File: config.mk
export PLATFORM = sky130hd
export DESIGN_NAME = ext_bus_hold_arb
export DESIGN_NICKNAME = d
export VERILOG_FILES = /design/src/rtl/bha_pkg.sv /design/src/rtl/bha_sizer.sv /design/src/rtl/bha_hold_ctl.sv /design/src/rtl/ext_bus_hold_arb.sv
export SDC_FILE = /design/constraint.sdc
export NUM_CORES = 1
export LEC_CHECK = 0
export ABC_AREA = 1
export BUFFER_PORTS_ARGS = -buffer_cell sky130_fd_sc_hd__buf_2
export CORE_ASPECT_RATIO = 0.75
export CORE_MARGIN = 5
export CORE_UTILIZATION = 49
export CTS_CLUSTER_SIZE = 28
export DETAILED_ROUTE_END_ITERATION = 10
export PLACE_DENSITY = 0.8
export REMOVE_ABC_BUFFERS = 1
export SYNTH_ARGS = -nofsm -noshare
export SYNTH_HDL_FRONTEND = slang
export SYNTH_HIERARCHICAL = 1
export SYNTH_SLANG_ARGS = --single-unit
File: constraint.sdc
create_clock -name clk -period 2.3 [get_ports clk]
set_input_delay 0.345 -clock clk [delete_from_list [all_inputs] [get_ports clk]]
set_output_delay 0.345 -clock clk [all_outputs]
set_load 0.01 [all_outputs]
File: src/rtl/bha_pkg.sv
// Package: shared encodings for the bus hold arbiter.
// Assumes a 32-bit CPU data path and a 16-bit maximum external bus.
package bha_pkg;
    localparam int CPU_DW = 32;
    localparam int BUS_DW = 16;

    typedef enum logic [1:0] {
        SQ_IDLE = 2'd0,
        SQ_XFER = 2'd1,
        SQ_DONE = 2'd2
    } seq_state_e;

    typedef enum logic [1:0] {
        HB_OWN     = 2'd0,
        HB_RELEASE = 2'd1,
        HB_HELD    = 2'd2
    } hold_state_e;

    // Number of bytes an access of the given size code moves.
    function automatic logic [2:0] size_bytes(input logic [1:0] sz);
        case (sz)
            2'b00:   size_bytes = 3'd1;
            2'b01:   size_bytes = 3'd2;
            default: size_bytes = 3'd4;
        endcase
    endfunction
endpackage

File: src/rtl/bha_sizer.sv
// Module: bus-sizing sequencer.
// Accepts one CPU access at a time. A local access completes in one cycle.
// An external access is split into one-clock sub-cycles of one or two bytes.
// Assumes cpu_req is held until cpu_ack and inputs are stable meanwhile.
module bha_sizer
    import bha_pkg::*;
#(
    parameter int ADDR_W = 16
) (
    input  logic              clk,
    input  logic              rst_n,
    input  logic              cpu_req,
    input  logic              cpu_local,
    input  logic              cpu_we,
    input  logic              cpu_lock,
    input  logic [1:0]        cpu_size,
    input  logic [ADDR_W-1:0] cpu_addr,
    input  logic [CPU_DW-1:0] cpu_wdata,
    output logic              cpu_ack,
    output logic [CPU_DW-1:0] cpu_rdata,
    input  logic              bus_wide,
    input  logic              ext_allow,
    output logic              seq_busy,
    output logic              lock_pend,
    output logic [ADDR_W-1:0] bus_addr,
    output logic [BUS_DW-1:0] bus_wdata,
    output logic [1:0]        bus_be,
    output logic              bus_rd_n,
    output logic              bus_wr_n,
    input  logic [BUS_DW-1:0] bus_rdata
);
    localparam int NBYTES = CPU_DW / 8;

    seq_state_e        state;
    logic [ADDR_W-1:0] cur_addr;
    logic [2:0]        rem;
    logic [1:0]        off;
    logic              we_q;
    logic              lock_q;
    logic [CPU_DW-1:0] wbuf;
    logic [CPU_DW-1:0] rbuf;

    logic              two;
    logic [2:0]        step;
    logic [15:0]       sh;
    logic [7:0]        b_lo;
    logic              start_ext;
    logic              start_loc;

    // Size of the current sub-cycle and the write bytes it carries.
    always_comb begin
        two  = bus_wide && !cur_addr[0] && (rem >= 3'd2);
        step = two ? 3'd2 : 3'd1;
        sh   = 16'(wbuf >> {off, 3'b000});
        b_lo = (bus_wide && cur_addr[0]) ? bus_rdata[15:8] : bus_rdata[7:0];
    end

    // Accept decisions for local and external accesses.
    always_comb begin
        start_loc = (state == SQ_IDLE) && cpu_req && cpu_local;
        start_ext = (state == SQ_IDLE) && cpu_req && !cpu_local && ext_allow;
    end

    // Lane steering and byte enables of the active sub-cycle.
    always_comb begin
        bus_be    = 2'b00;
        bus_wdata = '0;
        if (state == SQ_XFER) begin
            if (!bus_wide) begin
                bus_be    = 2'b01;
                bus_wdata = {8'h00, sh[7:0]};
            end else if (cur_addr[0]) begin
                bus_be    = 2'b10;
                bus_wdata = {sh[7:0], 8'h00};
            end else if (two) begin
                bus_be    = 2'b11;
                bus_wdata = sh;
            end else begin
                bus_be    = 2'b01;
                bus_wdata = {8'h00, sh[7:0]};
            end
        end
    end

    // Sequencer state, address stepping and read reassembly.
    always_ff @(posedge clk) begin
        if (!rst_n) begin
            state    <= SQ_IDLE;
            cur_addr <= '0;
            rem      <= '0;
            off      <= '0;
            we_q     <= 1'b0;
            lock_q   <= 1'b0;
            wbuf     <= '0;
            rbuf     <= '0;
        end else begin
            case (state)
                SQ_IDLE: begin
                    if (start_loc) begin
                        state <= SQ_DONE;
                    end else if (start_ext) begin
                        state    <= SQ_XFER;
                        cur_addr <= cpu_addr;
                        rem      <= size_bytes(cpu_size);
                        off      <= 2'd0;
                        we_q     <= cpu_we;
                        lock_q   <= cpu_lock;
                        wbuf     <= cpu_wdata;
                        rbuf     <= '0;
                    end
                end
                SQ_XFER: begin
                    cur_addr <= cur_addr + ADDR_W'(step);
                    off      <= off + step[1:0];
                    rem      <= rem - step;
                    if (!we_q) begin
                        for (int k = 0; k < NBYTES; k++) begin
                            if (2'(k) == off)
                                rbuf[k*8 +: 8] <= b_lo;
                            if (two && (2'(k) == off + 2'd1))
                                rbuf[k*8 +: 8] <= bus_rdata[15:8];
                        end
                    end
                    if (rem == step)
                        state <= SQ_DONE;
                end
                default: state <= SQ_IDLE;
            endcase
        end
    end

    assign cpu_ack   = (state == SQ_DONE);
    assign cpu_rdata = rbuf;
    assign seq_busy  = (state == SQ_XFER);
    assign lock_pend = lock_q;
    assign bus_addr  = cur_addr;
    assign bus_rd_n  = !((state == SQ_XFER) && !we_q);
    assign bus_wr_n  = !((state == SQ_XFER) && we_q);


    xfer_needs_bus_chk: assert property (@(posedge clk) disable iff (!rst_n)
        ((state == SQ_XFER) && ($past(state) == SQ_IDLE)) |-> $past(ext_allow));


    ack_pulse_chk: assert property (@(posedge clk) disable iff (!rst_n)
        cpu_ack |=> !cpu_ack);
endmodule

File: src/rtl/bha_hold_ctl.sv
// Module: hold request synchronizer and ownership state machine.
// Grants the bus only when the sequencer is idle and no locked pair is open.
// Releases the pins for one turnaround cycle before acknowledging.
// Assumes hold_req_n is asynchronous to clk.
module bha_hold_ctl
    import bha_pkg::*;
#(
    parameter int SYNC_STAGES = 2
) (
    input  logic clk,
    input  logic rst_n,
    input  logic hold_req_n,
    input  logic seq_busy,
    input  logic lock_pend,
    output logic ext_allow,
    output logic drive_en,
    output logic hold_ack_n
);
    logic [SYNC_STAGES-1:0] sq;
    logic                   sreq;
    logic                   grant;
    hold_state_e            st;

    generate
        if (SYNC_STAGES > 1) begin : g_multi
            // Shift the raw request through the synchronizer chain.
            always_ff @(posedge clk) begin
                if (!rst_n) sq <= '1;
                else        sq <= {sq[SYNC_STAGES-2:0], hold_req_n};
            end
        end else begin : g_single
            // Single-flop capture of the raw request.
            always_ff @(posedge clk) begin
                if (!rst_n) sq <= '1;
                else        sq <= hold_req_n;
            end
        end
    endgenerate

    assign sreq = !sq[SYNC_STAGES-1];

    // Grant condition and permission for new external CPU accesses.
    always_comb begin
        grant     = (st == HB_OWN) && sreq && !seq_busy && !lock_pend;
        ext_allow = (st == HB_OWN) && !(sreq && !lock_pend);
    end

    // Ownership state machine.
    always_ff @(posedge clk) begin
        if (!rst_n) begin
            st <= HB_OWN;
        end else begin
            case (st)
                HB_OWN:     if (grant) st <= HB_RELEASE;
                HB_RELEASE: st <= HB_HELD;
                HB_HELD:    if (!sreq) st <= HB_OWN;
                default:    st <= HB_OWN;
            endcase
        end
    end

    assign drive_en   = (st == HB_OWN);
    assign hold_ack_n = (st != HB_HELD);


    grant_outside_seq_chk: assert property (@(posedge clk) disable iff (!rst_n)
        (st == HB_RELEASE) |-> $past(!seq_busy && !lock_pend));


    turnaround_chk: assert property (@(posedge clk) disable iff (!rst_n)
        $fell(hold_ack_n) |-> $past(!drive_en));
endmodule

File: src/rtl/ext_bus_hold_arb.sv
// Module: top of the external bus hold arbiter.
// Joins the sizing sequencer and the hold controller, and gates the pad
// outputs with the ownership enable. Released pins show quiet values and
// ext_oe=0, which the pad ring turns into high impedance.
module ext_bus_hold_arb
    import bha_pkg::*;
#(
    parameter int ADDR_W      = 16,
    parameter int SYNC_STAGES = 2
) (
    input  logic              clk,
    input  logic              rst_n,
    input  logic              cpu_req,
    input  logic              cpu_local,
    input  logic              cpu_we,
    input  logic              cpu_lock,
    input  logic [1:0]        cpu_size,
    input  logic [ADDR_W-1:0] cpu_addr,
    input  logic [31:0]       cpu_wdata,
    output logic              cpu_ack,
    output logic [31:0]       cpu_rdata,
    input  logic              bus_wide,
    input  logic              hold_req_n,
    output logic              hold_ack_n,
    output logic              ext_oe,
    output logic [ADDR_W-1:0] ext_addr,
    output logic [15:0]       ext_wdata,
    output logic [1:0]        ext_be,
    output logic              ext_rd_n,
    output logic              ext_wr_n,
    input  logic [15:0]       ext_rdata
);
    logic              ext_allow;
    logic              seq_busy;
    logic              lock_pend;
    logic              drive_en;
    logic [ADDR_W-1:0] bus_addr;
    logic [15:0]       bus_wdata;
    logic [1:0]        bus_be;
    logic              bus_rd_n;
    logic              bus_wr_n;

    bha_sizer #(.ADDR_W(ADDR_W)) sizer_i (
        .clk       (clk),
        .rst_n     (rst_n),
        .cpu_req   (cpu_req),
        .cpu_local (cpu_local),
        .cpu_we    (cpu_we),
        .cpu_lock  (cpu_lock),
        .cpu_size  (cpu_size),
        .cpu_addr  (cpu_addr),
        .cpu_wdata (cpu_wdata),
        .cpu_ack   (cpu_ack),
        .cpu_rdata (cpu_rdata),
        .bus_wide  (bus_wide),
        .ext_allow (ext_allow),
        .seq_busy  (seq_busy),
        .lock_pend (lock_pend),
        .bus_addr  (bus_addr),
        .bus_wdata (bus_wdata),
        .bus_be    (bus_be),
        .bus_rd_n  (bus_rd_n),
        .bus_wr_n  (bus_wr_n),
        .bus_rdata (ext_rdata)
    );

    bha_hold_ctl #(.SYNC_STAGES(SYNC_STAGES)) hold_i (
        .clk        (clk),
        .rst_n      (rst_n),
        .hold_req_n (hold_req_n),
        .seq_busy   (seq_busy),
        .lock_pend  (lock_pend),
        .ext_allow  (ext_allow),
        .drive_en   (drive_en),
        .hold_ack_n (hold_ack_n)
    );

    // Pad gating: released pins carry idle values with the enable low.
    always_comb begin
        ext_oe    = drive_en;
        ext_addr  = drive_en ? bus_addr  : '0;
        ext_wdata = drive_en ? bus_wdata : '0;
        ext_be    = drive_en ? bus_be    : 2'b00;
        ext_rd_n  = drive_en ? bus_rd_n  : 1'b1;
        ext_wr_n  = drive_en ? bus_wr_n  : 1'b1;
    end


    released_pins_chk: assert property (@(posedge clk) disable iff (!rst_n)
        !hold_ack_n |-> (!ext_oe && ext_rd_n && ext_wr_n));


    bus_owned_in_seq_chk: assert property (@(posedge clk) disable iff (!rst_n)
        seq_busy |-> ext_oe);
endmodule

==> flow_metrics.tcl <==
set metrics [dict create \
    status "finished clean" \
    worst-path-max-fanout 6 \
    start_util_pct 49.98 \
    relSlewSlack_pct 64.50 \
    cts_hold_buf 0 \
    cts_root_buf "clkbuf_16" \
    overflow 0 \
    worst_skew_pair.late_latency_ps 340 \
    finalSetupViolations 0 \
    routabilityCongestion 0.8734 \
    antenna_cells 0 \
    worstSetupPathType "reg2out" \
    slowest_stage "dfxtp_4" \
    synthCells 966 \
    ys.flop_type "dfxtp_1" \
    final_area_um2 7068 \
    synthTopCellsByArea "dfxtp_1 32%, nand2_1 15%, nor2_1 12%" \
    grt.total_usage_pct 22.34 \
    die_h_um 104.3 \
    arrival_ps 1920 \
    finalHoldViolCount 0 \
    cts_tree "done" \
    grt_pass1_vias 5611 \
    wl_per_cell_um 12.87 \
    drv_cap 0 \
    synth_top_area_cell "dfxtp_1" \
    drt_iter0_drc 527 \
    cp_num_buf_inv 4 \
    power_leakage_nw 3.590 \
    core_um2 11610 \
    via_per_inst 4.945 \
    cp_top_family "simple AND/OR/NAND/NOR gates" \
    h-tree-depth 3 \
    synth.top_cell.area_share_pct 32.08 \
    final_common_cell "nand2_1" \
    synth.distinct_cells 36 \
    die_area_um2 14140 \
    row_count 34 \
    synth.cell_area_um2 5804 \
    layout_worst_path_cycle_share_pct 98.62 \
    seq_area_frac_synth_pct 32.08 \
    dp_cells 1248 \
    cp-start-kind "register" \
    postSynthAreaPerCell_um2 6.009 \
    final_net_count 1183 \
    syn_to_final_growth_pct 21.77 \
    cp-end-kind "primary output" \
    grt_pass1_wl_um 26190 \
    cp_data_required_time_ps 1960 \
    die_x_um 135.7 \
    ios 145 \
    peakVddDrop_mv 0.3806 \
    drc 0 \
    drt_first_pass_iters 5 \
    cts.path.max_buffers 2 \
    fin_cells 1268 \
    slowest_delay_ps 420 \
    cp_cell_sequence "inv_6 > nor2_4 > buf_6 > a21oi_2 > o21ai_1 > nand2_1 > a21oi_2 > nand2_1 > inv_1 > buf_2" \
    clock_sinks 93 \
    max_freq_mhz 440.8 \
    drive_gt1_share_pct 22.15 \
    cts_made_buffers 9 \
    dp_hpwl_um 11560 \
    mostFrequentLayoutCells "236 x nand2_1, 191 x nor2_1, 144 x buf_2, 124 x inv_1, 109 x o21ai_0" \
    grt_max_degree 53 \
    yosys_warnings 6 \
    vias 6270 \
    fin_crit_ps 2268 \
    powerDensity_nw_per_um2 775.1 \
    antenna_found_initial 0 \
    tightest_slew_ps 531.9 \
    synth_edf_count 0 \
    fin_skew_ps 9.432 \
    placed_area_um2 6603 \
    hold_path.class "in2reg" \
    wl_um 16320 \
    maxSlewViolCount 0 \
    ant_nets 0 \
    place.port_buffers 144 \
    rsz0062_at_grt "true" \
    path_clk_slew_ps 70 \
    async_reset_ff_share_pct 0 \
    ys_ff_latch 93 \
]
cells by family (layout without fill, tap and decap cells):
logic type               Yosys count  in the layout  share of synthesized area (%)
buffers and inverters            191            330                          14.18
AND/OR/NAND/NOR                  486            487                          35.03
AO/OA/AOI/OAI                    187            187                          16.58
XOR/XNOR                           1              1                         0.1509
flip-flops                        93             93                          32.08
adder cells (fa/ha/maj)            8              8                          1.983
synthesized netlist by cell type, types with 2 or more instances:
| cell | n |
|---|---|
| nand2_1 | 237 |
| clkinv_1 | 3 |
| nand3_1 | 19 |
| o22ai_1 | 3 |
| nand2_2 | 11 |
| or2_1 | 2 |
| o21ai_0 | 112 |
| nor3_1 | 3 |
| o211ai_1 | 2 |
| o21ai_1 | 7 |
| nand4_1 | 3 |
| dfxtp_1 | 93 |
| ha_1 | 6 |
| inv_2 | 16 |
| buf_6 | 6 |
| nand3b_1 | 2 |
| buf_8 | 2 |
| nor2_1 | 193 |
| nand2_4 | 6 |
| a21oi_1 | 60 |
| clkbuf_1 | 20 |
| inv_1 | 129 |
| buf_4 | 2 |
| buf_2 | 12 |
| fa_1 | 2 |
| nor2_4 | 5 |
registers in the layout, indices dropped and copies added, names as in the netlist:
register	cells
sizer_i/state	2
sizer_i/bus_addr	16
sizer_i/wbuf	32
sizer_i/off	2
sizer_i/rem	3
sizer_i/cpu_rdata	32
hold_i/sq	2
sizer_i/we_q	1
hold_i/st	2
sizer_i/lock_pend	1
per-layer routing:
layer / vias up / part of all wire, % / routed length (um) / track usage [%]
li1: 3234 / - / - / -
met1: 2758 / 47 / 7616 / 31.79
met2: 256 / 44 / 7171 / 34.69
met3: 22 / 8.3 / 1351 / 4.739
met4: 0 / 1.1 / 182 / 5.036
met5: - / 0 / 0 / 0
what timing repair did:
action	CTS	global route
setup endpoints to repair	17	17
resized for setup	11	25
pin swaps	1	4
gates cloned	0	1
setup buffers	1	2
hold endpoints to repair	0	0
metrics by stage:
step	hold slack [ps]	power, mW	util, %	TNS (ps)	worst slack (ps)
detailed placement	397.0	3.723	56.85	-31.78	-31.78
global placement	387.2	3.688	56.85	0	62.03
floorplan	385.5	3.130	-	-617.2	-87.53
finish	179.5	5.478	60.86	0	31.63
CTS	166.9	5.470	60.14	0	3.590
global route	190.3	5.826	60.86	-191.1	-56.71
worst register-to-register path: stages (launching register included):
cell and delay [ps]:
dfxtp_1 340, inv_2 50, nand2_1 100, a21oi_4 50, inv_2 80, ha_1 170
inv_1 60, fa_2 330, inv_1 80, nand3_1 100, nor2_4 180, and2_1 140
nor2_1 40, o21ai_0 300, a21oi_2 90
report_power, final:
part / switching (mW) / internal (mW) / leakage (nW)
registers: 0.171 / 1.85 / 0.766
logic: 1.09 / 0.626 / 2.65
clock network: 0.674 / 1.07 / 0.170
total: 1.93 / 3.55 / 3.59
path summary, 6_finish.rpt:
kind / from / end / slack [ps] / cells past startpoint
setup / recovery: sizer_i/off[1] / ext_wdata[15] / 30 / 10
setup reg to reg: sizer_i/bus_addr[0] / sizer_i/bus_addr[10] / 80 / 14
hold reg to reg: hold_i/sq[0] / hold_i/sq[1] / 410 / 1
hold / removal: hold_req_n / hold_i/sq[0] / 180 / 2
area by class of cell:
cell class,count,area [um^2]
fillers,1139,4546
multi-input cells,683,3177
flip-flops and latches,93,1869
repair buffers,166,904.6
inverters,148,568.0
clock buffers,9,225.2
well taps,162,202.7
clock inverters,7,121.4
(Power assumes the default switching activity.)
